===== config.mk =====
export PLATFORM = sky130hd
export DESIGN_NAME = cmdstat_ctrl
export DESIGN_NICKNAME = d
export VERILOG_FILES = /design/src/rtl/cmdstat_pkg.sv /design/src/rtl/cmdstat_rx_len.sv /design/src/rtl/cmdstat_rsp_ptr.sv /design/src/rtl/cmdstat_burst_cap.sv /design/src/rtl/cmdstat_ctrl.sv
export SDC_FILE = /design/constraint.sdc
export NUM_CORES = 1
export LEC_CHECK = 0
export BUFFER_PORTS_ARGS = -buffer_cell sky130_fd_sc_hd__buf_4
export CAP_MARGIN = 20
export CORE_ASPECT_RATIO = 1.1
export CORE_MARGIN = 2
export CORE_UTILIZATION = 58
export DETAILED_ROUTE_END_ITERATION = 6
export PLACE_DENSITY_LB_ADDON = 0.15
export SYNTH_ARGS = -nofsm -noshare
export SYNTH_HDL_FRONTEND = slang
export SYNTH_SLANG_ARGS = --single-unit

===== constraint.sdc =====
create_clock -name clk -period 5.75 [get_ports clk]
set_input_delay 0.2875 -clock clk [delete_from_list [all_inputs] [get_ports clk]]
set_output_delay 0.2875 -clock clk [all_outputs]
set_load 0.02 [all_outputs]

===== src/rtl/cmdstat_pkg.sv =====
package cmdstat_pkg;

    typedef enum logic [1:0] {
        ST_READY   = 2'd0,
        ST_RECEIVE = 2'd1,
        ST_EXECUTE = 2'd2,
        ST_COMPLETE = 2'd3
    } cs_state_e;

    // status byte bit positions (host-visible encoding)
    localparam int B_VALID  = 7;
    localparam int B_READY  = 6;
    localparam int B_GO     = 5;
    localparam int B_AVAIL  = 4;
    localparam int B_EXPECT = 3;
    localparam int B_RETRY  = 1;

    // extended status bit positions
    localparam int X_CANCEL = 0;
    localparam int X_FAM_LO = 2;

    // header layout: length occupies byte indices 2..5, big-endian
    localparam int HDR_LEN_FIRST = 2;
    localparam int HDR_LEN_LAST  = 5;
    localparam int HDR_MIN       = 6;

endpackage


===== src/rtl/cmdstat_rx_len.sv =====
module cmdstat_rx_len
    import cmdstat_pkg::*;
#(
    parameter int CNT_W = 16
) (
    input  logic             clk,
    input  logic             rst_n,
    input  logic             clear,
    input  logic             byte_we,
    input  logic [7:0]       byte_in,
    output logic             len_known,
    output logic             rx_full,
    output logic [CNT_W-1:0] remain
);
    localparam logic [31:0] CNT_MAX = 32'((64'd1 << CNT_W) - 64'd1);
    localparam logic [31:0] MIN_LEN = 32'(HDR_MIN);

    logic [CNT_W-1:0] rx_count;
    logic [31:0]      hdr_len;
    logic [31:0]      cnt32;
    logic [31:0]      target;
    logic [31:0]      rem32;
    logic             take;

    assign cnt32     = 32'(rx_count);
    assign len_known = cnt32 >= MIN_LEN;
    assign target    = (hdr_len > MIN_LEN) ? hdr_len : MIN_LEN;
    assign rx_full   = len_known && (cnt32 >= target);
    assign rem32     = rx_full ? 32'd0 : (target - cnt32);
    assign remain    = (rem32 > CNT_MAX) ? '1 : rem32[CNT_W-1:0];
    assign take      = byte_we && !rx_full && (rx_count != '1);

    always_ff @(posedge clk) begin
        if (!rst_n || clear) begin
            rx_count <= '0;
            hdr_len  <= '0;
        end else if (take) begin
            rx_count <= rx_count + 1'b1;
            if (cnt32 >= 32'(HDR_LEN_FIRST) && cnt32 <= 32'(HDR_LEN_LAST))
                hdr_len <= {hdr_len[23:0], byte_in};
        end
    end

endmodule


===== src/rtl/cmdstat_rsp_ptr.sv =====
module cmdstat_rsp_ptr #(
    parameter int CNT_W = 16
) (
    input  logic             clk,
    input  logic             rst_n,
    input  logic             load,
    input  logic [CNT_W-1:0] load_len,
    input  logic             rewind,
    input  logic             adv,
    output logic [CNT_W-1:0] ptr,
    output logic             avail,
    output logic [CNT_W-1:0] remain
);
    logic [CNT_W-1:0] rsp_len;

    assign avail  = ptr < rsp_len;
    assign remain = avail ? (rsp_len - ptr) : '0;

    always_ff @(posedge clk) begin
        if (!rst_n) begin
            rsp_len <= '0;
            ptr     <= '0;
        end else if (load) begin
            rsp_len <= load_len;
            ptr     <= '0;
        end else if (rewind) begin
            ptr <= '0;
        end else if (adv && avail) begin
            ptr <= ptr + 1'b1;
        end
    end

endmodule


===== src/rtl/cmdstat_burst_cap.sv =====
module cmdstat_burst_cap
    import cmdstat_pkg::*;
#(
    parameter int CNT_W     = 16,
    parameter int BURST_MAX = 32
) (
    input  cs_state_e        state,
    input  logic             rx_known,
    input  logic             rx_full,
    input  logic [CNT_W-1:0] rx_remain,
    input  logic [CNT_W-1:0] rsp_remain,
    output logic [CNT_W-1:0] burst
);
    localparam logic [CNT_W-1:0] CAP = CNT_W'(BURST_MAX);

    always_comb begin
        burst = '0;
        unique case (state)
            ST_READY:    burst = CAP;
            ST_RECEIVE: begin
                if (rx_full)        burst = '0;
                else if (!rx_known) burst = CAP;
                else                burst = (rx_remain < CAP) ? rx_remain : CAP;
            end
            ST_EXECUTE:  burst = '0;
            ST_COMPLETE: burst = (rsp_remain < CAP) ? rsp_remain : CAP;
            default:     burst = '0;
        endcase
    end

endmodule


===== src/rtl/cmdstat_ctrl.sv =====
module cmdstat_ctrl
    import cmdstat_pkg::*;
#(
    parameter int         CNT_W     = 16,
    parameter int         BURST_MAX = 32,
    parameter logic [1:0] FAMILY    = 2'b01
) (
    input  logic             clk,
    input  logic             rst_n,
    input  logic             sts_wr,
    input  logic [7:0]       sts_wdata,
    input  logic             stx_wr,
    input  logic [7:0]       stx_wdata,
    input  logic             fifo_wr,
    input  logic [7:0]       fifo_wdata,
    input  logic             fifo_rd,
    input  logic             exec_done,
    input  logic [CNT_W-1:0] exec_rsp_len,
    output logic [7:0]       sts_rdata,
    output logic [7:0]       stx_rdata,
    output logic [CNT_W-1:0] burst_cnt,
    output logic [CNT_W-1:0] rsp_ptr,
    output logic             exec_start,
    output logic             exec_abort
);
    cs_state_e state, state_nxt;

    logic go_req, retry_req, ready_req, cancel_req;
    logic go_acc, done_acc, cancel_acc, discard;
    logic rx_we, rx_known, rx_full;
    logic [CNT_W-1:0] rx_remain, rsp_remain;
    logic rsp_avail;
    logic start_q, abort_q;
    logic unused_wbits;

    assign unused_wbits = ^{sts_wdata[7], sts_wdata[4:2], sts_wdata[0], stx_wdata[7:1]};

    assign go_req     = sts_wr && sts_wdata[B_GO];
    assign retry_req  = sts_wr && sts_wdata[B_RETRY];
    assign ready_req  = sts_wr && sts_wdata[B_READY];
    assign cancel_req = stx_wr && stx_wdata[X_CANCEL];

    assign go_acc     = (state == ST_RECEIVE) && rx_full && go_req;
    assign done_acc   = (state == ST_EXECUTE) && exec_done;
    assign cancel_acc = (state == ST_EXECUTE) && cancel_req && !exec_done;
    assign discard    = (state == ST_COMPLETE) && ready_req;
    assign rx_we      = fifo_wr && ((state == ST_READY) || (state == ST_RECEIVE));

    cmdstat_rx_len #(.CNT_W(CNT_W)) u_rx (
        .clk       (clk),
        .rst_n     (rst_n),
        .clear     (discard),
        .byte_we   (rx_we),
        .byte_in   (fifo_wdata),
        .len_known (rx_known),
        .rx_full   (rx_full),
        .remain    (rx_remain)
    );

    cmdstat_rsp_ptr #(.CNT_W(CNT_W)) u_rsp (
        .clk      (clk),
        .rst_n    (rst_n),
        .load     (done_acc),
        .load_len (exec_rsp_len),
        .rewind   ((state == ST_COMPLETE) && retry_req),
        .adv      ((state == ST_COMPLETE) && fifo_rd),
        .ptr      (rsp_ptr),
        .avail    (rsp_avail),
        .remain   (rsp_remain)
    );

    cmdstat_burst_cap #(.CNT_W(CNT_W), .BURST_MAX(BURST_MAX)) u_burst (
        .state      (state),
        .rx_known   (rx_known),
        .rx_full    (rx_full),
        .rx_remain  (rx_remain),
        .rsp_remain (rsp_remain),
        .burst      (burst_cnt)
    );

    // next-state logic
    always_comb begin
        state_nxt = state;
        unique case (state)
            ST_READY:    if (rx_we)    state_nxt = ST_RECEIVE;  // first_byte
            ST_RECEIVE:  if (go_acc)   state_nxt = ST_EXECUTE;  // go_accept
            ST_EXECUTE:  if (done_acc) state_nxt = ST_COMPLETE; // exec_finish
            ST_COMPLETE: if (discard)  state_nxt = ST_READY;    // discard
            default:                   state_nxt = ST_READY;
        endcase
    end

    // state register and pulse registers
    always_ff @(posedge clk) begin
        if (!rst_n) begin
            state   <= ST_READY;
            start_q <= 1'b0;
            abort_q <= 1'b0;
        end else begin
            state   <= state_nxt;
            start_q <= go_acc;
            abort_q <= cancel_acc;
        end
    end

    // outputs
    always_comb begin
        sts_rdata = 8'h00;
        stx_rdata = 8'h00;
        stx_rdata[X_FAM_LO +: 2] = FAMILY;
        unique case (state)
            ST_READY: begin
                sts_rdata[B_VALID] = 1'b1;
                sts_rdata[B_READY] = 1'b1;
            end
            ST_RECEIVE: begin
                sts_rdata[B_VALID]  = 1'b1;
                sts_rdata[B_EXPECT] = !rx_full;
            end
            ST_EXECUTE: sts_rdata = 8'h00;
            ST_COMPLETE: begin
                sts_rdata[B_VALID] = 1'b1;
                sts_rdata[B_AVAIL] = rsp_avail;
            end
            default: sts_rdata = 8'h00;
        endcase
        exec_start = start_q;
        exec_abort = abort_q;
    end

endmodule


==> metrics, run 1 <==
outcome=finished, final reports clean; leak pwr=3.11 nW; hold buffers post-CTS=0; post_cts resized=0; Clk pin slew, worst setup/hold paths=0.06 ns; count of final hold-check violations=0; Pre-antenna DRT Iters=5; Min-Delay Startpoint=fifo_wdata[4]; first-pass GRT wire length=25.1 mm; Antenna Nets Post-Route=0; Die H=111 um; per-cell routed wire length=16.5 um; ys async rst share=0%; setup TNS=0 ns; clock skew=0.00611 ns; Worst Setup SP=u_rx.hdr_len[16]; share of layout cells above drive strength 1=12.4%; Max transition margin=56.0%; Iteration-0 DRC Markers=276; final total power=2.15 mW; vias in the first global route=5,300; ys flop type=dfxtp_1; CP Launch Type=flip-flop; Yosys reg bits=84; total CTS buffers=9; final period utilization=92.2%; initial antenna violation count=0; largest net degree at the start of global routing=49; endpoints failing setup=0; RePlAce Congestion=0.935; PwrDens=320 nW/um2; Pins Over Slew Limit=0; most frequent cell after synthesis=nor2_1; Synth top area share=27.8%; drc violations=0; clk_lat worst skew=0.35 ns; unrepaired setup endpoints after global routing=false; H-tree depth=3; cell count after synthesis=777; core area=10,200 um2; GRT Residual Overflow=0; Fillers=922; Port Buf Inserts=62; fmax=0.189 GHz; post-DR vias/cell=5.88; I/O Pins=97; Setup CP Type=flip-flop to output port; Worst-Margin Slew=0.659 ns; synth unique cells=71; Layout Area Growth over Synthesis=11.2%; detailed placement HPWL=12.2 mm; # rows=39; Diodes inserted=0; EDFF count, synth=0; worst vdd ir=0.191 mV; top cells by area, synth=dfxtp_1 (28%), ha_1 (8.7%), nor2_1 (5.7%); Bufs on Longest Clock Path=2; worst hold path type=input pin to flip-flop; total global-route track usage=27.8%; Die Width=101 um; Final Critical Period=5.30 ns; WL final=15.6 mm; Syn. warnings=0; worst reg2reg startpoint=u_rx.hdr_len[16]; Initial Utilization=59.0%; average size of a mapped cell=7.78 um2; Synth area leader=dfxtp_1; number of max-cap violations=0; TritonCTS clock tree=built; root buffer cell=clkbuf_16; Post-Syn Area=6040 um2; die area=11,300 um2; vias=5,531; Critical Path RT=5.46 ns; list of most frequent post-synthesis cells=nor2_1 (91), dfxtp_1 (84), nand2_1 (80); Nets=903; crit-path max FO=7; Worst Path Arrival=5.01 ns; post-CTS setup buffer count=0; crit end category=output port; post-synthesis sequential area ratio=27.8%; TritonCTS Sinks=84
[worst max-delay path, cell delays in order (launching register included)]
cell,delay [ns]
dfxtp_1,0.38
or3_1,0.42
or4_4,0.45
nor4_1,0.18
buf_4,0.18
nand2_1,0.08
nand2b_1,0.14
inv_1,0.07
fa_1,0.40
nand2b_1,0.19
a21o_1,0.23
a21oi_1,0.27
nand2_1,0.12
mux2i_1,0.14
nor4_1,0.35
nand4_2,0.20
nor4b_4,0.42
a32o_1,0.27
buf_4,0.16
[per-layer routing]
layer	track usage [%]	vias up	wire length, um
li1	-	2755	-
met1	32.9	2604	6420
met2	48.9	139	8000
met3	3.85	33	587
met4	12.1	0	546
met5	0	-	0
[stage by stage]
stage | area, um2 | cells | setup WS [ns] | hold slack, ns | utilization [%]
floorplan | 6120 | 797 | 1.27 | 0.423 | -
global placement | 6420 | 924 | 0.789 | 0.448 | 62.7
detailed placement | 6420 | 924 | 0.733 | 0.453 | 62.7
CTS | 6720 | 940 | 0.447 | 0.179 | 65.6
global route | 6720 | 940 | 0.154 | 0.187 | 65.6
finish | 6720 | 940 | 0.450 | 0.182 | 65.6
[state kept, by name (all words and copies together) (netlist names)]
| signal | cells |
|---|---|
| state | 2 |
| exec_abort | 1 |
| u_rsp.rsp_len | 16 |
| exec_start | 1 |
| u_rx.hdr_len | 32 |
| u_rsp.ptr | 16 |
| u_rx.rx_count | 16 |
[cell families (layout without fill, tap and decap cells)]
group                      after synthesis  count (layout)  share of synthesized area (%)
AOI/OAI and AO/OA                      154             154                           17.1
muxes                                   35              35                           5.88
xor gates and xnor gates                39              39                           5.65
other                                    2              22                          0.124
DFF                                     84              84                           27.8
adders and majority gates               44              44                           9.36
and+or+nand+nor                        304             304                           25.0
buffers and inverters                  115             135                           9.09
[path summary, 6_finish.rpt]
kind	end	slack [ns]	cells past startpoint
hold reg to reg	u_rsp.rsp_len[0]	0.47	2
setup reg to reg	u_rx.rx_count[13]	0.72	17
hold / removal	u_rx.hdr_len[4]	0.18	3
setup / recovery	burst_cnt[2]	0.45	18
[cell type report]
cell class | count | area (um2) | share of cell area (%)
multi-input combinational | 598 | 3890 | 57.8
sequential | 84 | 1680 | 25.0
timing repair buffer | 67 | 503 | 7.48
clock buffer | 9 | 225 | 3.35
inverter | 52 | 195 | 2.90
tap | 123 | 154 | 2.29
clock inverter | 7 | 73.8 | 1.10
[layout by cell type, fill, tap and decap left out, drive strengths merged, types with 14 or more instances in the layout]
| master | count |
|---|---|
| nor2 | 91 |
| dfxtp | 84 |
| nand2 | 80 |
| buf | 67 |
| inv | 54 |
| ha | 42 |
| a21oi | 40 |
| xnor2 | 35 |
| mux2i | 34 |
| nand3 | 28 |
| o21ai | 28 |
| conb | 22 |
| nor3 | 18 |
| nor4 | 15 |
| nand4 | 14 |
[where the power goes]
part	internal [mW]	switching, mW
sequential	0.610	0.0311
combinational	0.385	0.530
clock	0.339	0.254
(Power assumes the default switching activity.)
==> run 2: changes to the inputs <==
- clock period: 5.75 -> 5.3 ns (I/O delays scaled with it)
==> metrics, run 2 (synthesis results as in run 1) <==
reg2reg setup slack=0.53 ns (was 0.72 ns); worst reg2reg startpoint=u_rx.hdr_len[16] (unchanged); CP max stage cell=or4_4 (unchanged); PwrDens=352 nW/um2 (was 320 nW/um2); vias in the first global route=5,545 (was 5,300); total CTS buffers=9 (unchanged); Critical Path RT=5.04 ns (was 5.46 ns); I/O Pins=97 (unchanged); Die Width=101 um (unchanged); vias=5,580 (was 5,531); Post-Place Cell Area=6420 um2 (unchanged); drc violations=0 (unchanged); Clk pin slew, worst setup/hold paths=0.06 ns (about the same); crit path capture=burst_cnt[2] (unchanged); CP Launch Type=flip-flop (unchanged); fmax=0.199 GHz; Initial Utilization=59.0% (unchanged); Antenna Nets Post-Route=0 (unchanged); Worst Setup SP=u_rx.hdr_len[16] (unchanged); leak pwr=3.12 nW (was 3.11 nW); RePlAce Congestion=0.956 (was 0.935); per-cell routed wire length=16.7 um (was 16.5 um); most frequent cells in the layout=nor2_1 (91), dfxtp_1 (83), nand2_1 (80) (was nor2_1 (91), dfxtp_1 (84), nand2_1 (80)); max FFs per register=32 (unchanged); crit-path most repeated cell=buf_4; clk_lat worst skew=0.35 ns (about the same); Pre-antenna DRT Iters=4 (was 5); unrepaired setup endpoints after global routing=false (unchanged); most common library cell in the layout ignoring fill and taps=nor2_1 (unchanged); worst reg2reg path depth=17 (unchanged); WP buf/inv=3 (unchanged); clock skew=0.00651 ns (was 0.00611 ns); H-tree depth=3 (unchanged); Die H=111 um (unchanged); CP Depth=18 (unchanged); hold buffers post-CTS=0 (unchanged); Worst-Margin Slew=0.775 ns (was 0.659 ns); root buffer cell=clkbuf_16 (unchanged); Hold WS=0.152 ns (was 0.182 ns); number of max-cap violations=0 (unchanged); final core utilization=66.3% (was 65.6%); crit end category=output port (unchanged); Diodes inserted=0 (unchanged); largest net degree at the start of global routing=49 (unchanged); Fillers=914 (was 922); register with the most flip-flops=u_rx.hdr_len (unchanged); core area=10,200 um2 (unchanged); setup TNS=0 ns (unchanged); endpoints failing setup=0 (unchanged); Worst Path Arrival=4.76 ns (was 5.01 ns); worst hold path type=input pin to flip-flop (unchanged); worst-path cell chain=or3_1, or4_4, nor4_2, buf_4, nand2_1, nand2b_1, inv_1, fa_1, nand2b_4, a21o_4, a211oi_4, o221a_2, a21oi_1, a211oi_2, nand4_2, nor4b_4, a32o_2, buf_4 (was or3_1, or4_4, nor4_1, buf_4, nand2_1, nand2b_1, inv_1, fa_1, nand2b_1, a21o_1, a21oi_1, nand2_1, mux2i_1, nor4_1, nand4_2, nor4b_4, a32o_1, buf_4); TritonCTS Sinks=84 (unchanged); total global-route track usage=29.0% (was 27.8%); Layout Area Growth over Synthesis=12.3% (was 11.2%); crit-path max FO=7 (unchanged); family with the most delay on the worst path=simple AND/OR/NAND/NOR gates (unchanged); Inst Count DP=924 (unchanged); Iteration-0 DRC Markers=217 (was 276); detailed placement HPWL=12.4 mm (was 12.2 mm); # rows=39 (unchanged); max incr delay on CP=0.45 ns (about the same); Finished Layout Cells=940 (unchanged); outcome=finished, final reports clean (unchanged); WL final=15.7 mm (was 15.6 mm); first-pass GRT wire length=26.2 mm (was 25.1 mm); die area=11,300 um2 (unchanged); Max transition margin=48.3% (was 56.0%); worst vdd ir=0.165 mV (was 0.191 mV); TritonCTS clock tree=built (unchanged); final period utilization=94.8%; share of layout cells above drive strength 1=13.8% (was 12.4%); Nets=903 (unchanged); Final Critical Period=5.03 ns; final instance area=6790 um2 (was 6720 um2); count of final hold-check violations=0 (unchanged); post-CTS setup buffer count=0 (unchanged); Bufs on Longest Clock Path=2 (unchanged); Critical R2R Capture=u_rx.rx_count[13] (unchanged); Setup CP Type=flip-flop to output port (unchanged); Port Buf Inserts=62 (unchanged); Pins Over Slew Limit=0 (unchanged); GRT Residual Overflow=0 (unchanged); initial antenna violation count=0 (unchanged); post-DR vias/cell=5.94 (was 5.88)
-- run 2: per-stage QoR --
stage          setup WS [ns]  power [mW]
2_1_floorplan          0.815        1.48
5_1_grt               0.0425        2.53
6_report               0.274        2.39
4_1_cts               0.0455        2.35
3_5_place_dp           0.324        1.70
3_3_place_gp           0.373        1.67
-- run 2: layout make-up --
type | instances | area, um2 | share of cell area [%]
inverters | 52 | 195 | 2.88
clock inverters | 7 | 75.1 | 1.11
clock buffers | 9 | 225 | 3.32
flip-flops and latches | 84 | 1680 | 24.8
well taps | 123 | 154 | 2.27
repair buffers | 67 | 503 | 7.41
multi-input cells | 598 | 3950 | 58.2
-- run 2: what timing repair did --
item / in CTS / in global routing
pin swaps: 1 / 5
hold endpoints to repair: 0 / 0
endpoints found under the setup margin: 5 / 5
resized for setup: 2 / 13
cloned: 0 / 0
-- run 2: worst min-delay path, stage by stage --
cell and delay, ns:
buf_4 0.08, mux2i_1 0.05, nor2_1 0.07
-- run 2: worst min-delay path by stage --
stage	start	endpoint	slack, ns	cells past startpoint
after floorplan	exec_rsp_len[0]	u_rsp.rsp_len[0]	0.40	2
after global placement	u_rsp.rsp_len[0]	u_rsp.rsp_len[0]	0.45	2
after detailed placement	u_rsp.rsp_len[14]	u_rsp.rsp_len[14]	0.45	2
after CTS	fifo_wdata[0]	u_rx.hdr_len[0]	0.15	3
after global routing	fifo_wdata[6]	u_rx.hdr_len[6]	0.16	3
final	fifo_wdata[7]	u_rx.hdr_len[7]	0.15	3
-- run 2: routing by layer --
| metal | track usage [%] | routed length [um] | share of wire [%] |
|---|---|---|---|
| met5 | 0 | 0 | 0 |
| met4 | 16.1 | 784 | 5.0 |
| met3 | 4.22 | 519 | 3.3 |
| met2 | 50.3 | 8070 | 51 |
| met1 | 33.5 | 6330 | 40 |
-- run 2: power by group --
group          total (mW)  switching (mW)  internal, mW
sequential          0.697          0.0356         0.662
clock               0.644           0.276         0.368
combinational        1.05           0.599         0.449
==> run 3: changes to the inputs <==
- CORE_UTILIZATION: 58 -> 60
- clock period: 5.3 -> 6 ns (I/O delays scaled with it)
==> metrics, run 3 (synthesis results as in run 1) <==
register with the most flip-flops=u_rx.hdr_len (unchanged); most common library cell in the layout ignoring fill and taps=nor2_1 (unchanged); worst vdd ir=0.147 mV (was 0.165 mV); endpoints failing setup=0 (unchanged); max incr delay on CP=0.45 ns (about the same); Seq pwr share=32.6% (was 29.2%); crit end category=output port (unchanged); share of layout cells above drive strength 1=12.0% (was 13.8%); Psw=0.741 mW (was 0.911 mW); most frequent cells in the layout=nor2_1 (91), dfxtp_1 (84), nand2_1 (80) (was nor2_1 (91), dfxtp_1 (83), nand2_1 (80)); TritonCTS clock tree=built (unchanged); Fillers=848 (was 914); RePlAce Congestion=0.993 (was 0.956); Antenna Nets Post-Route=0 (unchanged); total CTS buffers=9 (unchanged); Critical Path RT=5.70 ns (was 5.04 ns); initial antenna violation count=0 (unchanged); clk_lat worst skew=0.37 ns (was 0.35 ns); vias in the first global route=5,300 (was 5,545); Inst Count DP=921 (was 924); Max transition margin=53.1% (was 48.3%); count of final hold-check violations=0 (unchanged); Pins Over Slew Limit=0 (unchanged); worst hold path type=input pin to flip-flop (unchanged); fin worst setup slack=0.541 ns (was 0.274 ns); post-CTS setup buffer count=0 (unchanged); outcome=finished with violations (was finished, final reports clean); Port Buf Inserts=62 (unchanged); WL final=15.4 mm (was 15.7 mm); clock skew=0.0103 ns (was 0.00651 ns); final total power=1.89 mW (was 2.39 mW); Die H=109 um (was 111 um); final period utilization=91.0%; Layout Area Growth over Synthesis=9.21% (was 12.3%); post_cts resized=0 (was 2); Nets=903 (unchanged); hold buffers post-CTS=0 (unchanged); max FFs per register=32 (unchanged); violated checks=design-rule violations; Initial Utilization=61.4% (was 59.0%); detailed placement HPWL=12.2 mm (was 12.4 mm); total global-route track usage=28.6% (was 29.0%); post-DR vias/cell=5.99 (was 5.94); Pint=1.14 mW (was 1.48 mW); switch share=39.3% (was 38.1%); PwrDens=286 nW/um2 (was 352 nW/um2); fmax=0.183 GHz; dpl ws=0.950 ns (was 0.324 ns); H-tree depth=3 (unchanged); GRT Residual Overflow=0 (unchanged); Register Area=1680 um2 (about the same); drc violations=9 (was 0); # rows=38 (was 39); setup TNS=0 ns (unchanged); per-cell routed wire length=16.4 um (was 16.7 um); area of the multi-input gates=3890 um2 (was 3950 um2); Diodes inserted=0 (unchanged); family with the most delay on the worst path=simple AND/OR/NAND/NOR gates (unchanged); Setup CP Type=flip-flop to output port (unchanged); clock power share=21.0% (was 26.9%); CP Launch Type=flip-flop (unchanged); Comb pwr share=46.5% (was 43.9%); CP max stage cell=nor4b_4 (was or4_4); Post-Place Cell Area=6420 um2 (about the same); number of max-cap violations=0 (unchanged); crit-path max FO=7 (unchanged); die area=10,900 um2 (was 11,300 um2); Iteration-0 DRC Markers=256 (was 217); first-pass GRT wire length=24.9 mm (was 26.2 mm); leak pwr=3.05 nW (was 3.12 nW); Finished Layout Cells=936 (was 940); TritonCTS Sinks=84 (unchanged); Bufs on Longest Clock Path=2 (unchanged); WP buf/inv=3 (unchanged); Worst-Margin Slew=0.697 ns (was 0.775 ns); core area=9840 um2 (was 10,200 um2); Clk pin slew, worst setup/hold paths=0.08 ns (was 0.06 ns); root buffer cell=clkbuf_8 (was clkbuf_16); worst-path cell chain=or3_1, or4_4, nor4_1, buf_4, nand2_1, nand2b_1, inv_1, fa_1, nand2b_1, a21o_1, a21oi_1, nand2_1, mux2i_1, nor4_1, nand4_2, nor4b_4, a32o_1, buf_4 (was or3_1, or4_4, nor4_2, buf_4, nand2_1, nand2b_1, inv_1, fa_1, nand2b_4, a21o_4, a211oi_4, o221a_2, a21oi_1, a211oi_2, nand4_2, nor4b_4, a32o_2, buf_4); I/O Pins=97 (unchanged); final instance area=6600 um2 (was 6790 um2); vias=5,604 (was 5,580); Die Width=99.7 um (was 101 um); largest net degree at the start of global routing=49 (unchanged); Pre-antenna DRT Iters=7 (was 4); Final Critical Period=5.46 ns; Worst Path Arrival=5.16 ns (was 4.76 ns); unrepaired setup endpoints after global routing=false (unchanged)
-- run 3: changes by cell type in the layout (fill, tap and decap cells not counted), sizes merged --
cell	previous run	this run
inv	54	52
clkinvlp	3	1
clkinv	1	2
clkbuf	9	11
-- run 3: per-stage QoR --
step	hold slack, ns	util (%)
floorplan	0.436	-
global placement	0.446	65.2
detailed placement	0.452	65.2
CTS	0.158	67.1
global route	0.174	67.1
finish	0.166	67.1
-- run 3: layer usage --
layer  share of wire (%)  up-vias  GRT usage [%]
li1                    -     2745              -
met1                  41     2622           33.0
met2                  50      185           50.8
met3                 4.9       52           3.53
met4                 4.5        0           17.0
met5                   0        -              0
-- run 3: power by group through the flow --
stage | registers [mW] | logic [mW] | clock network (mW)
2_1_floorplan | 0.618 | 0.685 | 0
3_3_place_gp | 0.625 | 0.846 | 0
3_5_place_dp | 0.627 | 0.866 | 0
4_1_cts | 0.614 | 0.870 | 0.406
5_1_grt | 0.619 | 0.960 | 0.423
6_report | 0.614 | 0.876 | 0.396
-- run 3: final timing paths --
| check | start | slack [ns] | endpoint | cells after the start |
|---|---|---|---|---|
| worst max-delay path | u_rx.hdr_len[16] | 0.54 | burst_cnt[2] | 18 |
| worst max register to register | u_rx.hdr_len[16] | 0.86 | u_rx.rx_count[8] | 18 |
| worst min-delay path | fifo_wdata[2] | 0.17 | u_rx.hdr_len[2] | 3 |
| worst min register to register | u_rsp.rsp_len[0] | 0.46 | u_rsp.rsp_len[0] | 2 |
-- run 3: cell type report --
class / instances / area share, %
Clock buffer: 11 / 1.99
Tap cell: 120 / 2.27
Clock inverter: 4 / 0.777
Inverter: 52 / 2.96
Multi-Input combinational cell: 598 / 58.9
Sequential cell: 84 / 25.5
Timing Repair Buffer: 67 / 7.62
-- run 3: worst min-delay path, stage by stage --
cell and delay, ns:
buf_4 0.07, mux2i_1 0.05, nor2_1 0.07
